--- src/rtl/adc_seq_pkg.sv ---
package adc_seq_pkg;

  localparam int BUS_W  = 8;
  localparam int CHAN_W = 3;

  typedef enum logic [1:0] {
    SEQ_IDLE    = 2'd0,
    SEQ_ACQ_INT = 2'd1,
    SEQ_ACQ_EXT = 2'd2,
    SEQ_CONV    = 2'd3
  } seq_state_e;

  typedef enum logic [1:0] {
    PWR_ON   = 2'd0,
    PWR_STBY = 2'd1,
    PWR_FULL = 2'd2
  } pwr_state_e;

  // Field order follows the byte layout decoded by the host (bit 7 first).
  typedef struct packed {
    logic [1:0]        pd;
    logic              acq_ext;
    logic              range_hi;
    logic              bipolar;
    logic [CHAN_W-1:0] chan;
  } ctrl_byte_t;

  localparam logic [1:0] PD_EXT_CLK = 2'b00;
  localparam logic [1:0] PD_INT_CLK = 2'b01;
  localparam logic [1:0] PD_STBY    = 2'b10;
  localparam logic [1:0] PD_FULL    = 2'b11;

endpackage

--- src/rtl/adc_bus_port.sv ---
module adc_bus_port
  import adc_seq_pkg::*;
#(
  parameter int RES_BITS = 12
) (
  input  logic                clk,
  input  logic                rst,
  input  logic                cs_n,
  input  logic                wr_n,
  input  logic                rd_n,
  input  logic                hben,
  input  logic [BUS_W-1:0]    data_in,
  input  logic [RES_BITS-1:0] result,
  input  logic                bipolar,
  output logic                wr_rise,
  output logic                wr_fall,
  output logic                rd_fall,
  output ctrl_byte_t          ctrl_in,
  output logic [BUS_W-1:0]    data_out,
  output logic                data_oe
);

  localparam int HI_W   = RES_BITS - BUS_W;
  localparam int FILL_W = BUS_W - HI_W;

  logic             wr_q;
  logic             rd_q;
  logic             sign_fill;
  logic [BUS_W-1:0] hi_byte;
  logic [BUS_W-1:0] lo_byte;

  always_ff @(posedge clk) begin
    if (rst) begin
      wr_q <= 1'b1;
      rd_q <= 1'b1;
    end else begin
      wr_q <= wr_n;
      rd_q <= rd_n;
    end
  end

  always_comb begin
    wr_rise   = !cs_n && !wr_q && wr_n;
    wr_fall   = !cs_n && wr_q && !wr_n;
    rd_fall   = !cs_n && rd_q && !rd_n;
    ctrl_in   = ctrl_byte_t'(data_in);
    sign_fill = bipolar & result[RES_BITS-1];
    lo_byte   = result[BUS_W-1:0];
    hi_byte   = {{FILL_W{sign_fill}}, result[RES_BITS-1:BUS_W]};
  end

  always_ff @(posedge clk) begin
    if (rst) begin
      data_out <= '0;
      data_oe  <= 1'b0;
    end else begin
      data_out <= hben ? hi_byte : lo_byte;
      data_oe  <= !cs_n && !rd_n;
    end
  end


  oe_follows_read_chk: assert property (@(posedge clk) disable iff (rst)
    (cs_n || rd_n) |=> !data_oe);

endmodule

--- src/rtl/adc_sar_core.sv ---
module adc_sar_core #(
  parameter int RES_BITS = 12
) (
  input  logic                clk,
  input  logic                rst,
  input  logic                clear,
  input  logic                start,
  input  logic                step,
  input  logic                cmp_in,
  output logic [RES_BITS-1:0] code,
  output logic [RES_BITS-1:0] result,
  output logic                done
);

  localparam int IDX_W = $clog2(RES_BITS);

  logic [RES_BITS-1:0] code_q;
  logic [RES_BITS-1:0] decided;
  logic [IDX_W-1:0]    idx_q;
  logic                busy_q;

  always_comb begin
    decided        = code_q;
    decided[idx_q] = cmp_in;
    done           = step && busy_q && (idx_q == '0);
    code           = code_q;
  end

  always_ff @(posedge clk) begin
    if (rst) begin
      code_q <= '0;
      idx_q  <= '0;
      busy_q <= 1'b0;
      result <= '0;
    end else if (clear) begin
      code_q <= '0;
      idx_q  <= '0;
      busy_q <= 1'b0;
    end else if (start) begin
      code_q <= {1'b1, {(RES_BITS-1){1'b0}}};
      idx_q  <= IDX_W'(RES_BITS-1);
      busy_q <= 1'b1;
    end else if (step && busy_q) begin
      if (idx_q == '0) begin
        code_q <= decided;
        result <= decided;
        busy_q <= 1'b0;
      end else begin
        code_q                <= decided;
        code_q[idx_q - 1'b1]  <= 1'b1;
        idx_q                 <= idx_q - 1'b1;
      end
    end
  end


  trial_bit_set_chk: assert property (@(posedge clk) disable iff (rst)
    busy_q |-> code_q[idx_q]);


  done_ends_busy_chk: assert property (@(posedge clk) disable iff (rst)
    (done && !clear && !start) |=> !busy_q);

endmodule

--- src/rtl/adc_seq_fsm.sv ---
module adc_seq_fsm
  import adc_seq_pkg::*;
#(
  parameter int ACQ_CYCLES = 6
) (
  input  logic       clk,
  input  logic       rst,
  input  logic       shdn_n,
  input  logic       conv_en,
  input  logic       wr_rise,
  input  logic       wr_fall,
  input  logic       rd_fall,
  input  ctrl_byte_t ctrl_in,
  input  logic       sar_done,
  output logic       sar_start,
  output logic       sar_step,
  output logic       sar_clear,
  output ctrl_byte_t ctrl_q,
  output logic       track,
  output logic       int_n,
  output logic       int_clk,
  output pwr_state_e pwr
);

  localparam int CNT_W = (ACQ_CYCLES > 1) ? $clog2(ACQ_CYCLES) : 1;
  localparam logic [CNT_W-1:0] CNT_LAST = CNT_W'(ACQ_CYCLES - 1);

  seq_state_e       state;
  logic [CNT_W-1:0] acq_cnt;
  logic             wr_ok;
  logic             acq_last;

  always_comb begin
    wr_ok     = wr_rise && shdn_n;
    acq_last  = (state == SEQ_ACQ_INT) && conv_en && (acq_cnt == CNT_LAST);
    sar_start = (shdn_n && acq_last && !wr_ok) ||
                (wr_ok && (state == SEQ_ACQ_EXT) && !ctrl_in.acq_ext);
    sar_step  = shdn_n && conv_en && (state == SEQ_CONV) && !wr_ok;
    sar_clear = !shdn_n || (wr_ok && (state == SEQ_CONV));
    track     = (state == SEQ_ACQ_INT) || (state == SEQ_ACQ_EXT);
  end

  always_ff @(posedge clk) begin
    if (rst) begin
      state   <= SEQ_IDLE;
      acq_cnt <= '0;
      ctrl_q  <= '0;
      int_n   <= 1'b1;
      int_clk <= 1'b0;
      pwr     <= PWR_ON;
    end else if (!shdn_n) begin
      state   <= SEQ_IDLE;
      acq_cnt <= '0;
      pwr     <= PWR_FULL;
    end else begin
      if (wr_fall || wr_rise) pwr <= PWR_ON;
      if (wr_rise) begin
        ctrl_q  <= ctrl_in;
        int_n   <= 1'b1;
        acq_cnt <= '0;
        if (ctrl_in.pd == PD_EXT_CLK) int_clk <= 1'b0;
        else if (ctrl_in.pd == PD_INT_CLK) int_clk <= 1'b1;
        if (ctrl_in.acq_ext)            state <= SEQ_ACQ_EXT;
        else if (state == SEQ_ACQ_EXT)  state <= SEQ_CONV;
        else                            state <= SEQ_ACQ_INT;
      end else begin
        if (rd_fall) int_n <= 1'b1;
        case (state)
          SEQ_ACQ_INT: begin
            if (conv_en) begin
              if (acq_cnt == CNT_LAST) begin
                state   <= SEQ_CONV;
                acq_cnt <= '0;
              end else begin
                acq_cnt <= acq_cnt + 1'b1;
              end
            end
          end
          SEQ_CONV: begin
            if (sar_done) begin
              state <= SEQ_IDLE;
              int_n <= 1'b0;
              if (ctrl_q.pd == PD_STBY)      pwr <= PWR_STBY;
              else if (ctrl_q.pd == PD_FULL) pwr <= PWR_FULL;
            end
          end
          default: ;
        endcase
      end
    end
  end


  write_clears_int_chk: assert property (@(posedge clk) disable iff (rst)
    wr_ok |=> int_n);


  shdn_forces_full_chk: assert property (@(posedge clk) disable iff (rst)
    !shdn_n |=> (pwr == PWR_FULL) && !track);


  pd_deferred_chk: assert property (@(posedge clk) disable iff (rst)
    (state != SEQ_IDLE) |-> (pwr == PWR_ON));


  acq_cnt_bound_chk: assert property (@(posedge clk) disable iff (rst)
    (state == SEQ_ACQ_INT) |-> (acq_cnt <= CNT_LAST));


  ext_mode_latched_chk: assert property (@(posedge clk) disable iff (rst)
    (state == SEQ_ACQ_EXT) |-> ctrl_q.acq_ext);


  fields_held_chk: assert property (@(posedge clk) disable iff (rst)
    ((state == SEQ_CONV) && !wr_rise) |=> $stable({ctrl_q.chan, ctrl_q.range_hi, ctrl_q.bipolar}));


  int_needs_done_chk: assert property (@(posedge clk) disable iff (rst)
    $fell(int_n) |-> $past(sar_done));

endmodule

--- src/rtl/adc_seq_ctrl.sv ---
module adc_seq_ctrl
  import adc_seq_pkg::*;
#(
  parameter int RES_BITS   = 12,
  parameter int ACQ_CYCLES = 6
) (
  input  logic                clk,
  input  logic                rst,
  input  logic                cs_n,
  input  logic                wr_n,
  input  logic                rd_n,
  input  logic                hben,
  input  logic                shdn_n,
  input  logic [7:0]          data_in,
  input  logic                conv_en,
  input  logic                cmp_in,
  output logic [7:0]          data_out,
  output logic                data_oe,
  output logic                int_n,
  output logic                track,
  output logic [RES_BITS-1:0] dac_code,
  output logic [2:0]          chan_sel,
  output logic                range_hi,
  output logic                bipolar,
  output logic                int_clk_sel,
  output logic                pwr_standby,
  output logic                pwr_full
);

  logic                wr_rise;
  logic                wr_fall;
  logic                rd_fall;
  ctrl_byte_t          ctrl_in;
  ctrl_byte_t          ctrl_q;
  logic                sar_start;
  logic                sar_step;
  logic                sar_clear;
  logic                sar_done;
  logic [RES_BITS-1:0] result;
  pwr_state_e          pwr;

  adc_bus_port #(.RES_BITS(RES_BITS)) i_bus (
    .clk      (clk),
    .rst      (rst),
    .cs_n     (cs_n),
    .wr_n     (wr_n),
    .rd_n     (rd_n),
    .hben     (hben),
    .data_in  (data_in),
    .result   (result),
    .bipolar  (ctrl_q.bipolar),
    .wr_rise  (wr_rise),
    .wr_fall  (wr_fall),
    .rd_fall  (rd_fall),
    .ctrl_in  (ctrl_in),
    .data_out (data_out),
    .data_oe  (data_oe)
  );

  adc_seq_fsm #(.ACQ_CYCLES(ACQ_CYCLES)) i_fsm (
    .clk       (clk),
    .rst       (rst),
    .shdn_n    (shdn_n),
    .conv_en   (conv_en),
    .wr_rise   (wr_rise),
    .wr_fall   (wr_fall),
    .rd_fall   (rd_fall),
    .ctrl_in   (ctrl_in),
    .sar_done  (sar_done),
    .sar_start (sar_start),
    .sar_step  (sar_step),
    .sar_clear (sar_clear),
    .ctrl_q    (ctrl_q),
    .track     (track),
    .int_n     (int_n),
    .int_clk   (int_clk_sel),
    .pwr       (pwr)
  );

  adc_sar_core #(.RES_BITS(RES_BITS)) i_sar (
    .clk    (clk),
    .rst    (rst),
    .clear  (sar_clear),
    .start  (sar_start),
    .step   (sar_step),
    .cmp_in (cmp_in),
    .code   (dac_code),
    .result (result),
    .done   (sar_done)
  );

  always_comb begin
    chan_sel    = ctrl_q.chan;
    range_hi    = ctrl_q.range_hi;
    bipolar     = ctrl_q.bipolar;
    pwr_standby = (pwr == PWR_STBY);
    pwr_full    = (pwr == PWR_FULL);
  end


  single_pd_mode_chk: assert property (@(posedge clk) disable iff (rst)
    !(pwr_standby && pwr_full));

endmodule

--- config.mk ---
export PLATFORM = sky130hd
export DESIGN_NAME = adc_seq_ctrl
export DESIGN_NICKNAME = d
export VERILOG_FILES = /design/src/rtl/adc_seq_pkg.sv /design/src/rtl/adc_bus_port.sv /design/src/rtl/adc_sar_core.sv /design/src/rtl/adc_seq_fsm.sv /design/src/rtl/adc_seq_ctrl.sv
export SDC_FILE = /design/constraint.sdc
export NUM_CORES = 1
export LEC_CHECK = 0
export ABC_AREA = 1
export CAP_MARGIN = 20
export CORE_MARGIN = 2
export CORE_UTILIZATION = 40
export CTS_BUF_LIST = sky130_fd_sc_hd__clkbuf_2
export CTS_CLUSTER_DIAMETER = 120
export DETAILED_ROUTE_END_ITERATION = 7
export GPL_TIMING_DRIVEN = 0
export HOLD_SLACK_MARGIN = 0.02
export MAX_ROUTING_LAYER = met4
export PLACE_DENSITY = 0.77
export SLEW_MARGIN = 20
export SYNTH_ARGS = -nofsm -noshare
export SYNTH_HDL_FRONTEND = slang
export SYNTH_SLANG_ARGS = --single-unit
export TNS_END_PERCENT = 5
--- constraint.sdc ---
create_clock -name clk -period 1.4 [get_ports clk]
set_input_delay 0.21 -clock clk [delete_from_list [all_inputs] [get_ports clk]]
set_output_delay 0.21 -clock clk [all_outputs]
set_load 0.03 [all_outputs]
==> Word-level counts from Yosys, hierarchy flattened <==
Index checks and enable logic that the tools add are counted.
Widths: inputs -> output; s select.
{ "totals": {"wordCells": 132, "romBits": 0, "mem_count": 0, "reg_bits": 56, "mem_bits_rw": 0, "inputBits": 17, "output_inout_bits": 31, "latchBits": 0} }
{ "op_classes": {"multipliers": 0, "shifts": 0, "n_bitwise": 6, "addsub": 2, "n_div": 0, "reduce_logical": 51, "n_eq_ne": 13, "muxes": 36, "n_lt_le_gt_ge": 4} }
{ "ops": {"columns": ["op", "count"], "rows": [
  ["$mux 12", 3],
  ["$mux 2", 13],
  ["$logic_and 1x1->1", 22],
  ["$bwmux 12", 1],
  ["$mux 4", 3],
  ["$or 12x12->12", 1],
  ["$mux 1", 11],
  ["$eq 2x2->1 const B", 5],
  ["$lt 4x5->1 const B", 2],
  ["$reduce_and 2->1", 5],
  ["$demux 1 s4", 2],
  ["$ge 4x1->1 const B", 2],
  ["$mux 8", 1],
  ["$reduce_and 4->1", 2],
  ["$logic_not 1->1", 7],
  ["$eq 2x1->1 const B", 3],
  ["$ne 3x2->1 const B", 2],
  ["$reduce_bool 2->1", 3],
  ["$reduce_or 3->1", 2],
  ["$logic_not 4->1", 1],
  ["$logic_or 1x1->1", 4],
  ["$not 1->1", 4],
  ["$pmux 2 s2", 1],
  ["$reduce_or 2->1", 2],
  ["other kinds (10)", 10]
]} }

==> Longest topological paths before layout <==
{ "depth": {"ltp_word": 12, "ltp_mapped": 10, "depth_no_buf": 10} }

==> Cells and area by module <==
Synthesis repeated with hierarchy kept, for this count alone.
{ "unflattened": {"cells_unflattened": 378, "area_unflattened_um2": 2651.3} }
{ "modules_own_cells": {"columns": ["module", "seq_area_each_um2", "cells_per_inst", "area_each_um2", "instances"], "rows": [
  ["adc_sar_core", 580.6, 208, 1398.8, 1],
  ["adc_seq_fsm", 340.3, 116, 814.5, 1],
  ["adc_bus_port", 220.2, 50, 422.9, 1],
  ["adc_seq_ctrl", 0.0, 4, 15.0, 1]
]} }

==> Least setup slack after synthesis <==
OpenSTA, ideal clock, no wires.
{ "synth_path": {"path_kind": "flip-flop to flip-flop", "start": "register i_fsm.state[0]", "end": "register i_sar.code_q[8] (netlist: i_sar.code[8])", "arrival_time_ns": 1.346, "path_slack_ns": -0.068, "period_less_slack_ns": 1.468, "stages_incl_launch_ff": 10, "cell_sequence": "dfxtp_1 > ha_1 > nand2_1 > nor2_1 > nand3_1 > nand2_2 > inv_2 > nand2_1 > buf_6 > a21oi_1"} }
{ "synth_between": {"elab_chain_len": 7, "word_cells_on_any_way": 16} }
{ "synth_rtl": {"columns": ["element", "line", "text"], "rows": [
  ["start: declaration", "adc_seq_fsm.sv:28", "seq_state_e state;"],
  ["start signal: assignment", "adc_seq_fsm.sv:45", "state <= SEQ_IDLE;"],
  ["start signal: assignment", "adc_seq_fsm.sv:52", "state <= SEQ_IDLE;"],
  ["start signal: assignment", "adc_seq_fsm.sv:63", "if (ctrl_in.acq_ext) state <= SEQ_ACQ_EXT;"],
  ["$eq 2x1->1", "adc_seq_fsm.sv:35", "acq_last = (state == SEQ_ACQ_INT) && conv_en && (acq_cnt == CNT_LAST);"],
  ["$logic_and 1x1->1 (2 in a row)", "adc_seq_fsm.sv:35", null],
  ["$logic_and 1x1->1 (2 in a row)", "adc_seq_fsm.sv:36", "sar_start = (shdn_n && acq_last && !wr_ok) ||"],
  ["$logic_or 1x1->1", "adc_seq_fsm.sv:36", null],
  ["$reduce_or 3->1 (no line)", null, null],
  ["end signal: assignment", "adc_sar_core.sv:40", "code_q <= {1'b1, {(RES_BITS-1){1'b0}}};"],
  ["end signal: assignment", "adc_sar_core.sv:45", "code_q <= decided;"],
  ["end signal: assignment", "adc_sar_core.sv:49", "code_q <= decided;"],
  ["end: declaration", "adc_sar_core.sv:17", "logic [RES_BITS-1:0] code_q;"]
]} }
Several ways; a longest one is shown, not always the timed one.
A chain may end at the register's enable or synchronous reset.

==> Worst setup path in the final report <==
{ "layout_path": {"start": "register i_fsm.state[0]", "end": "register i_sar.result[3]"} }
{ "layout_between": {"elab_chain_len": 8, "word_cells_on_any_way": 18} }
{ "layout_rtl": {"columns": ["element", "line", "text"], "rows": [
  ["$eq 2x1->1", "adc_seq_fsm.sv:35", null],
  ["$logic_and 1x1->1 (2 in a row)", "adc_seq_fsm.sv:35", null],
  ["$logic_and 1x1->1 (2 in a row)", "adc_seq_fsm.sv:36", null],
  ["$logic_or 1x1->1", "adc_seq_fsm.sv:36", null],
  ["$not 1->1 (no line)", null, null],
  ["$reduce_and 4->1 (no line) *", null, null],
  ["end signal: assignment", "adc_sar_core.sv:46", "result <= decided;"],
  ["end: declaration", "adc_sar_core.sv:11", "output logic [RES_BITS-1:0] result,"]
]} }
Every way passes the cells marked *; elsewhere a longest branch is shown, timed or not.

==> key figures <==
Status
  • Run status: finished, violations left
  • Failing checks: negative setup slack

Layout
  • Area growth from synthesis to layout: 33.00%
  • Post-route cell area: 0.003460 sq mm
  • Inserted Diodes: 0
  • Final nets: 459
  • Share of cells above drive strength 1: 0.3045
  • Final core utilization: 0.5480

Floorplan
  • Die ar.: 0.007164 sq mm
  • Core area: 0.006314 sq mm
  • Die width: 84.64 um
  • Num rows: 29
  • Starting Density: 0.4120
  • Num ports: 48
  • Die H: 84.64 um

Pwr
  • Clock power frac: 0.269
  • Worst vdd rail ir drop: 0.4255 mV
  • NetSw: 692.6 uW
  • Sequential share of power: 0.639
  • Static Leak: 1.552 nW
  • PD cells: 735.4 mW/mm^2
  • Switching share of power: 0.2722
  • Comb power frac: 0.092
  • Internal power: 1.852 mW

Detailed routing
  • DR vias: 2565
  • Iter 0 DRT Violations: 92
  • WL per Instance: 13.13 um
  • DR vias/cell: 4.961
  • DRC Markers: 0
  • ANT nets after route: 0
  • WL final: 6789 um
  • Initial DRT Pass Iterations: 4

Critical path
  • Reg2reg setup slack: -0.14 ns
  • Req. time, crit path: 1.83 ns
  • Worst Setup SP: i_fsm.state[0]$_SDFFE_PP0P_
  • R2R depth: 9
  • Startpoint types: flip-flop
  • Crit Path Max Fanout: 8
  • Crit Path Class: flip-flop to flip-flop
  • Critical Path End Type: flip-flop
  • Worst R2R Start: i_fsm.state[0]$_SDFFE_PP0P_
  • FF-to-FF End: i_sar.result[3]$_SDFFE_PP0P_
  • Worst EP arrival: 1.96 ns
  • Setup crit end: i_sar.result[3]$_SDFFE_PP0P_

Logic synthesis
  • Adder-cell share of the synthesized area: 0.01443
  • Cell variety after synth: 29
  • Post-synth top area cell: dfxtp_1
  • EDFF count, synth: 0
  • Compound-Gate Fraction of Synth Area: 0.1318
  • Synth Flop Type: dfxtp_1
  • Yosys reg bits: 56
  • Post-synthesis mux area share: 0
  • Post-synth design cell area: 0.002601 sq mm
  • Synth area leaders: dfxtp_1, nand2_1, nor2_1
  • Synth top cells by count: nand2_1, nor2_1, dfxtp_1
  • Area share of the largest cell type after synthesis: 0.4310
  • Area share of and/or/nand/nor cells after synthesis: 0.3367
  • Post-Synthesis Cells: 370
  • Ys async rst share: 0
  • Yosys Warn Count: 0
  • Syn Area/Cell: 7.030 sq um
  • Syn Nets: 390
  • Synth Area in XOR/XNOR: 0
  • Seq/Total Area, Yosys: 0.4310
  • Dominant cell by count in the synthesized netlist: nand2_1
  • Combinational family with the most area after synthesis: simple AND/OR/NAND/NOR gates

STA
  • Slew @ Worst Pin: 0.4212 ns
  • Post-layout minimum cycle time: 1.536 ns
  • Final Hold Viols: 0
  • FMAX: 0.6512 GHz
  • Pins Over Slew Limit: 0
  • Final WS setup: -0.1356 ns
  • Relative slew slack: 0.7192
  • Clock skew: 0.02565 ns
  • Setup repair after global routing missed its margin: true
  • Setup violations, final: 31
  • Crit share post-route: 1.097

Placed design
  • Port Buffers: 46
  • Routability Congestion: 0.9163
  • Dpl cell area: 0.003167 sq mm
  • Pre-CTS setup slack: -0.5723 ns
  • Hpwl dp: 4524 um

GRT
  • Overall routing resource usage: 0.1808
  • Largest net degree at the start of global routing: 20
  • First-pass GRT wire length: 10400 um
  • Total grt overflow: 0
  • Initial antenna violation count: 0
  • Vias in the first global route: 2350

CTS
  • Clk slew on worst S/H paths: 0.31 ns
  • CTS root buffer: clkbuf_2
  • H-tree levels: 2
  • Clock insertion delay at the later pin of the skew report: 0.46 ns
  • Clk sink count: 56
  • CTS tree: done
  • CTS Buf Count: 5
  • Max Buffers Root-to-Sink: 2

Flow run
  • Number of max-cap violations: 0

Hold path
  • Type of the tightest min-delay check: primary input to flip-flop
flip-flops by register name, summed over array words and instances, names as in the netlist:
signal / count
i_sar.result: 12
i_bus.wr_q: 1
i_sar.code: 12
i_sar.busy_q: 1
i_fsm.ctrl_q: 7
i_bus.data_oe: 1
i_bus.data_out: 8
i_fsm.pwr: 2
i_fsm.state: 2
i_fsm.int_n: 1
i_fsm.acq_cnt: 3
i_fsm.int_clk: 1
i_bus.rd_q: 1
i_sar.idx_q: 4
per-layer routing:
| layer | GRT usage | vias up | wire length [um] |
|---|---|---|---|
| met5 | - | - | 0 |
| met1 | 0.2234 | 1167 | 2980 |
| met3 | 0.03147 | 13 | 343 |
| li1 | - | 1311 | - |
| met4 | 0.04329 | 0 | 95 |
| met2 | 0.3078 | 74 | 3370 |
critical path, stage by stage (launching register included):
cell and delay, ns:
dfxtp_2 0.42, buf_4 0.13, ha_4 0.16, nand2_4 0.08, nor2_8 0.16, nand2_8 0.11, nor2_8 0.18, clkbuf_16 0.16
nor2_1 0.04, nor2_1 0.08
power by group through the flow:
stage                     clock, mW  combinational (mW)  sequential, mW
after floorplan                   0              0.0969            1.67
after global placement            0               0.206            1.65
after detailed placement          0               0.209            1.66
after CTS                     0.698               0.221            1.63
after global routing          0.778               0.253            1.63
final                         0.684               0.233            1.63
area by class of cell:
type | instances | area, sq um
fill | 613 | 2854
multi-input combinational | 263 | 1408
sequential | 56 | 1167
timing repair buffer | 61 | 498.0
inverter | 42 | 165.2
tap | 77 | 96.34
buffer | 10 | 72.57
clock inverter | 3 | 27.53
clock buffer | 5 | 25.02
cells in the final DEF (no fill, tap or decap), types with 2 or more instances in the layout:
| master | instances |
|---|---|
| dfxtp_4 | 3 |
| nand2_4 | 6 |
| clkdlybuf4s15_2 | 2 |
| dfxtp_1 | 25 |
| buf_6 | 7 |
| nand3b_1 | 7 |
| nand4_1 | 2 |
| o21a_1 | 2 |
| clkbuf_1 | 3 |
| nor2_4 | 8 |
| clkdlybuf4s50_1 | 15 |
| buf_2 | 24 |
| clkbuf_2 | 5 |
| nand2_2 | 2 |
| inv_1 | 33 |
| nand2_1 | 90 |
| nand3_1 | 14 |
| inv_4 | 3 |
| nand3_2 | 2 |
| o21ai_1 | 5 |
| a31oi_1 | 2 |
| nor2_8 | 2 |
| ha_4 | 2 |
| nor2_1 | 50 |
| nor2_2 | 8 |
| inv_2 | 5 |
| buf_4 | 17 |
| a21oi_1 | 29 |
| dfxtp_2 | 28 |
| o21ai_0 | 25 |
worst min-delay path by stage:
| stage | from | to | depth (start not counted) |
|---|---|---|---|
| detailed placement | i_sar.result[7]$_SDFFE_PP0P_ | i_bus.data_out[7]$_SDFF_PP0_ | 2 |
| global placement | i_fsm.int_clk$_SDFFE_PP0P_ | i_fsm.int_clk$_SDFFE_PP0P_ | 2 |
| global route | rst | i_bus.data_out[7]$_SDFF_PP0_ | 2 |
| finish | rst | i_fsm.int_clk$_SDFFE_PP0P_ | 2 |
| CTS | rst | i_bus.data_out[5]$_SDFF_PP0_ | 2 |
| floorplan | cs_n | i_bus.data_oe$_SDFF_PP0_ | 1 |
through the flow:
stage	hold slack [ns]	setup TNS, ns	total power [mW]	instances
6_report	0.1068	-2.417	2.544	517
5_1_grt	0.05948	-4.886	2.661	517
4_1_cts	0.09370	-2.659	2.546	509
3_5_place_dp	0.4614	-18.67	1.865	493
3_3_place_gp	0.4521	-17.13	1.861	493
2_1_floorplan	0.2824	-0.003996	1.766	370
cell families (layout without fill, tap and decap cells):
logic type	Yosys count	in the layout
and+or+nand+nor	193	194
DFF	56	56
AOI/OAI and AO/OA	66	66
buffers and inverters	52	121
adders and majority gates	3	3
repair_timing:
| item | in CTS | in global routing |
|---|---|---|
| hold buffers | 0 | 0 |
| pin swaps | 8 | 13 |
| gates resized for setup | 150 | 86 |
| setup endpoints to repair | 71 | 63 |
| gates cloned | 1 | 2 |
| buffers inserted | 7 | 6 |
No activity file was read; power rests on OpenSTA's default activity.
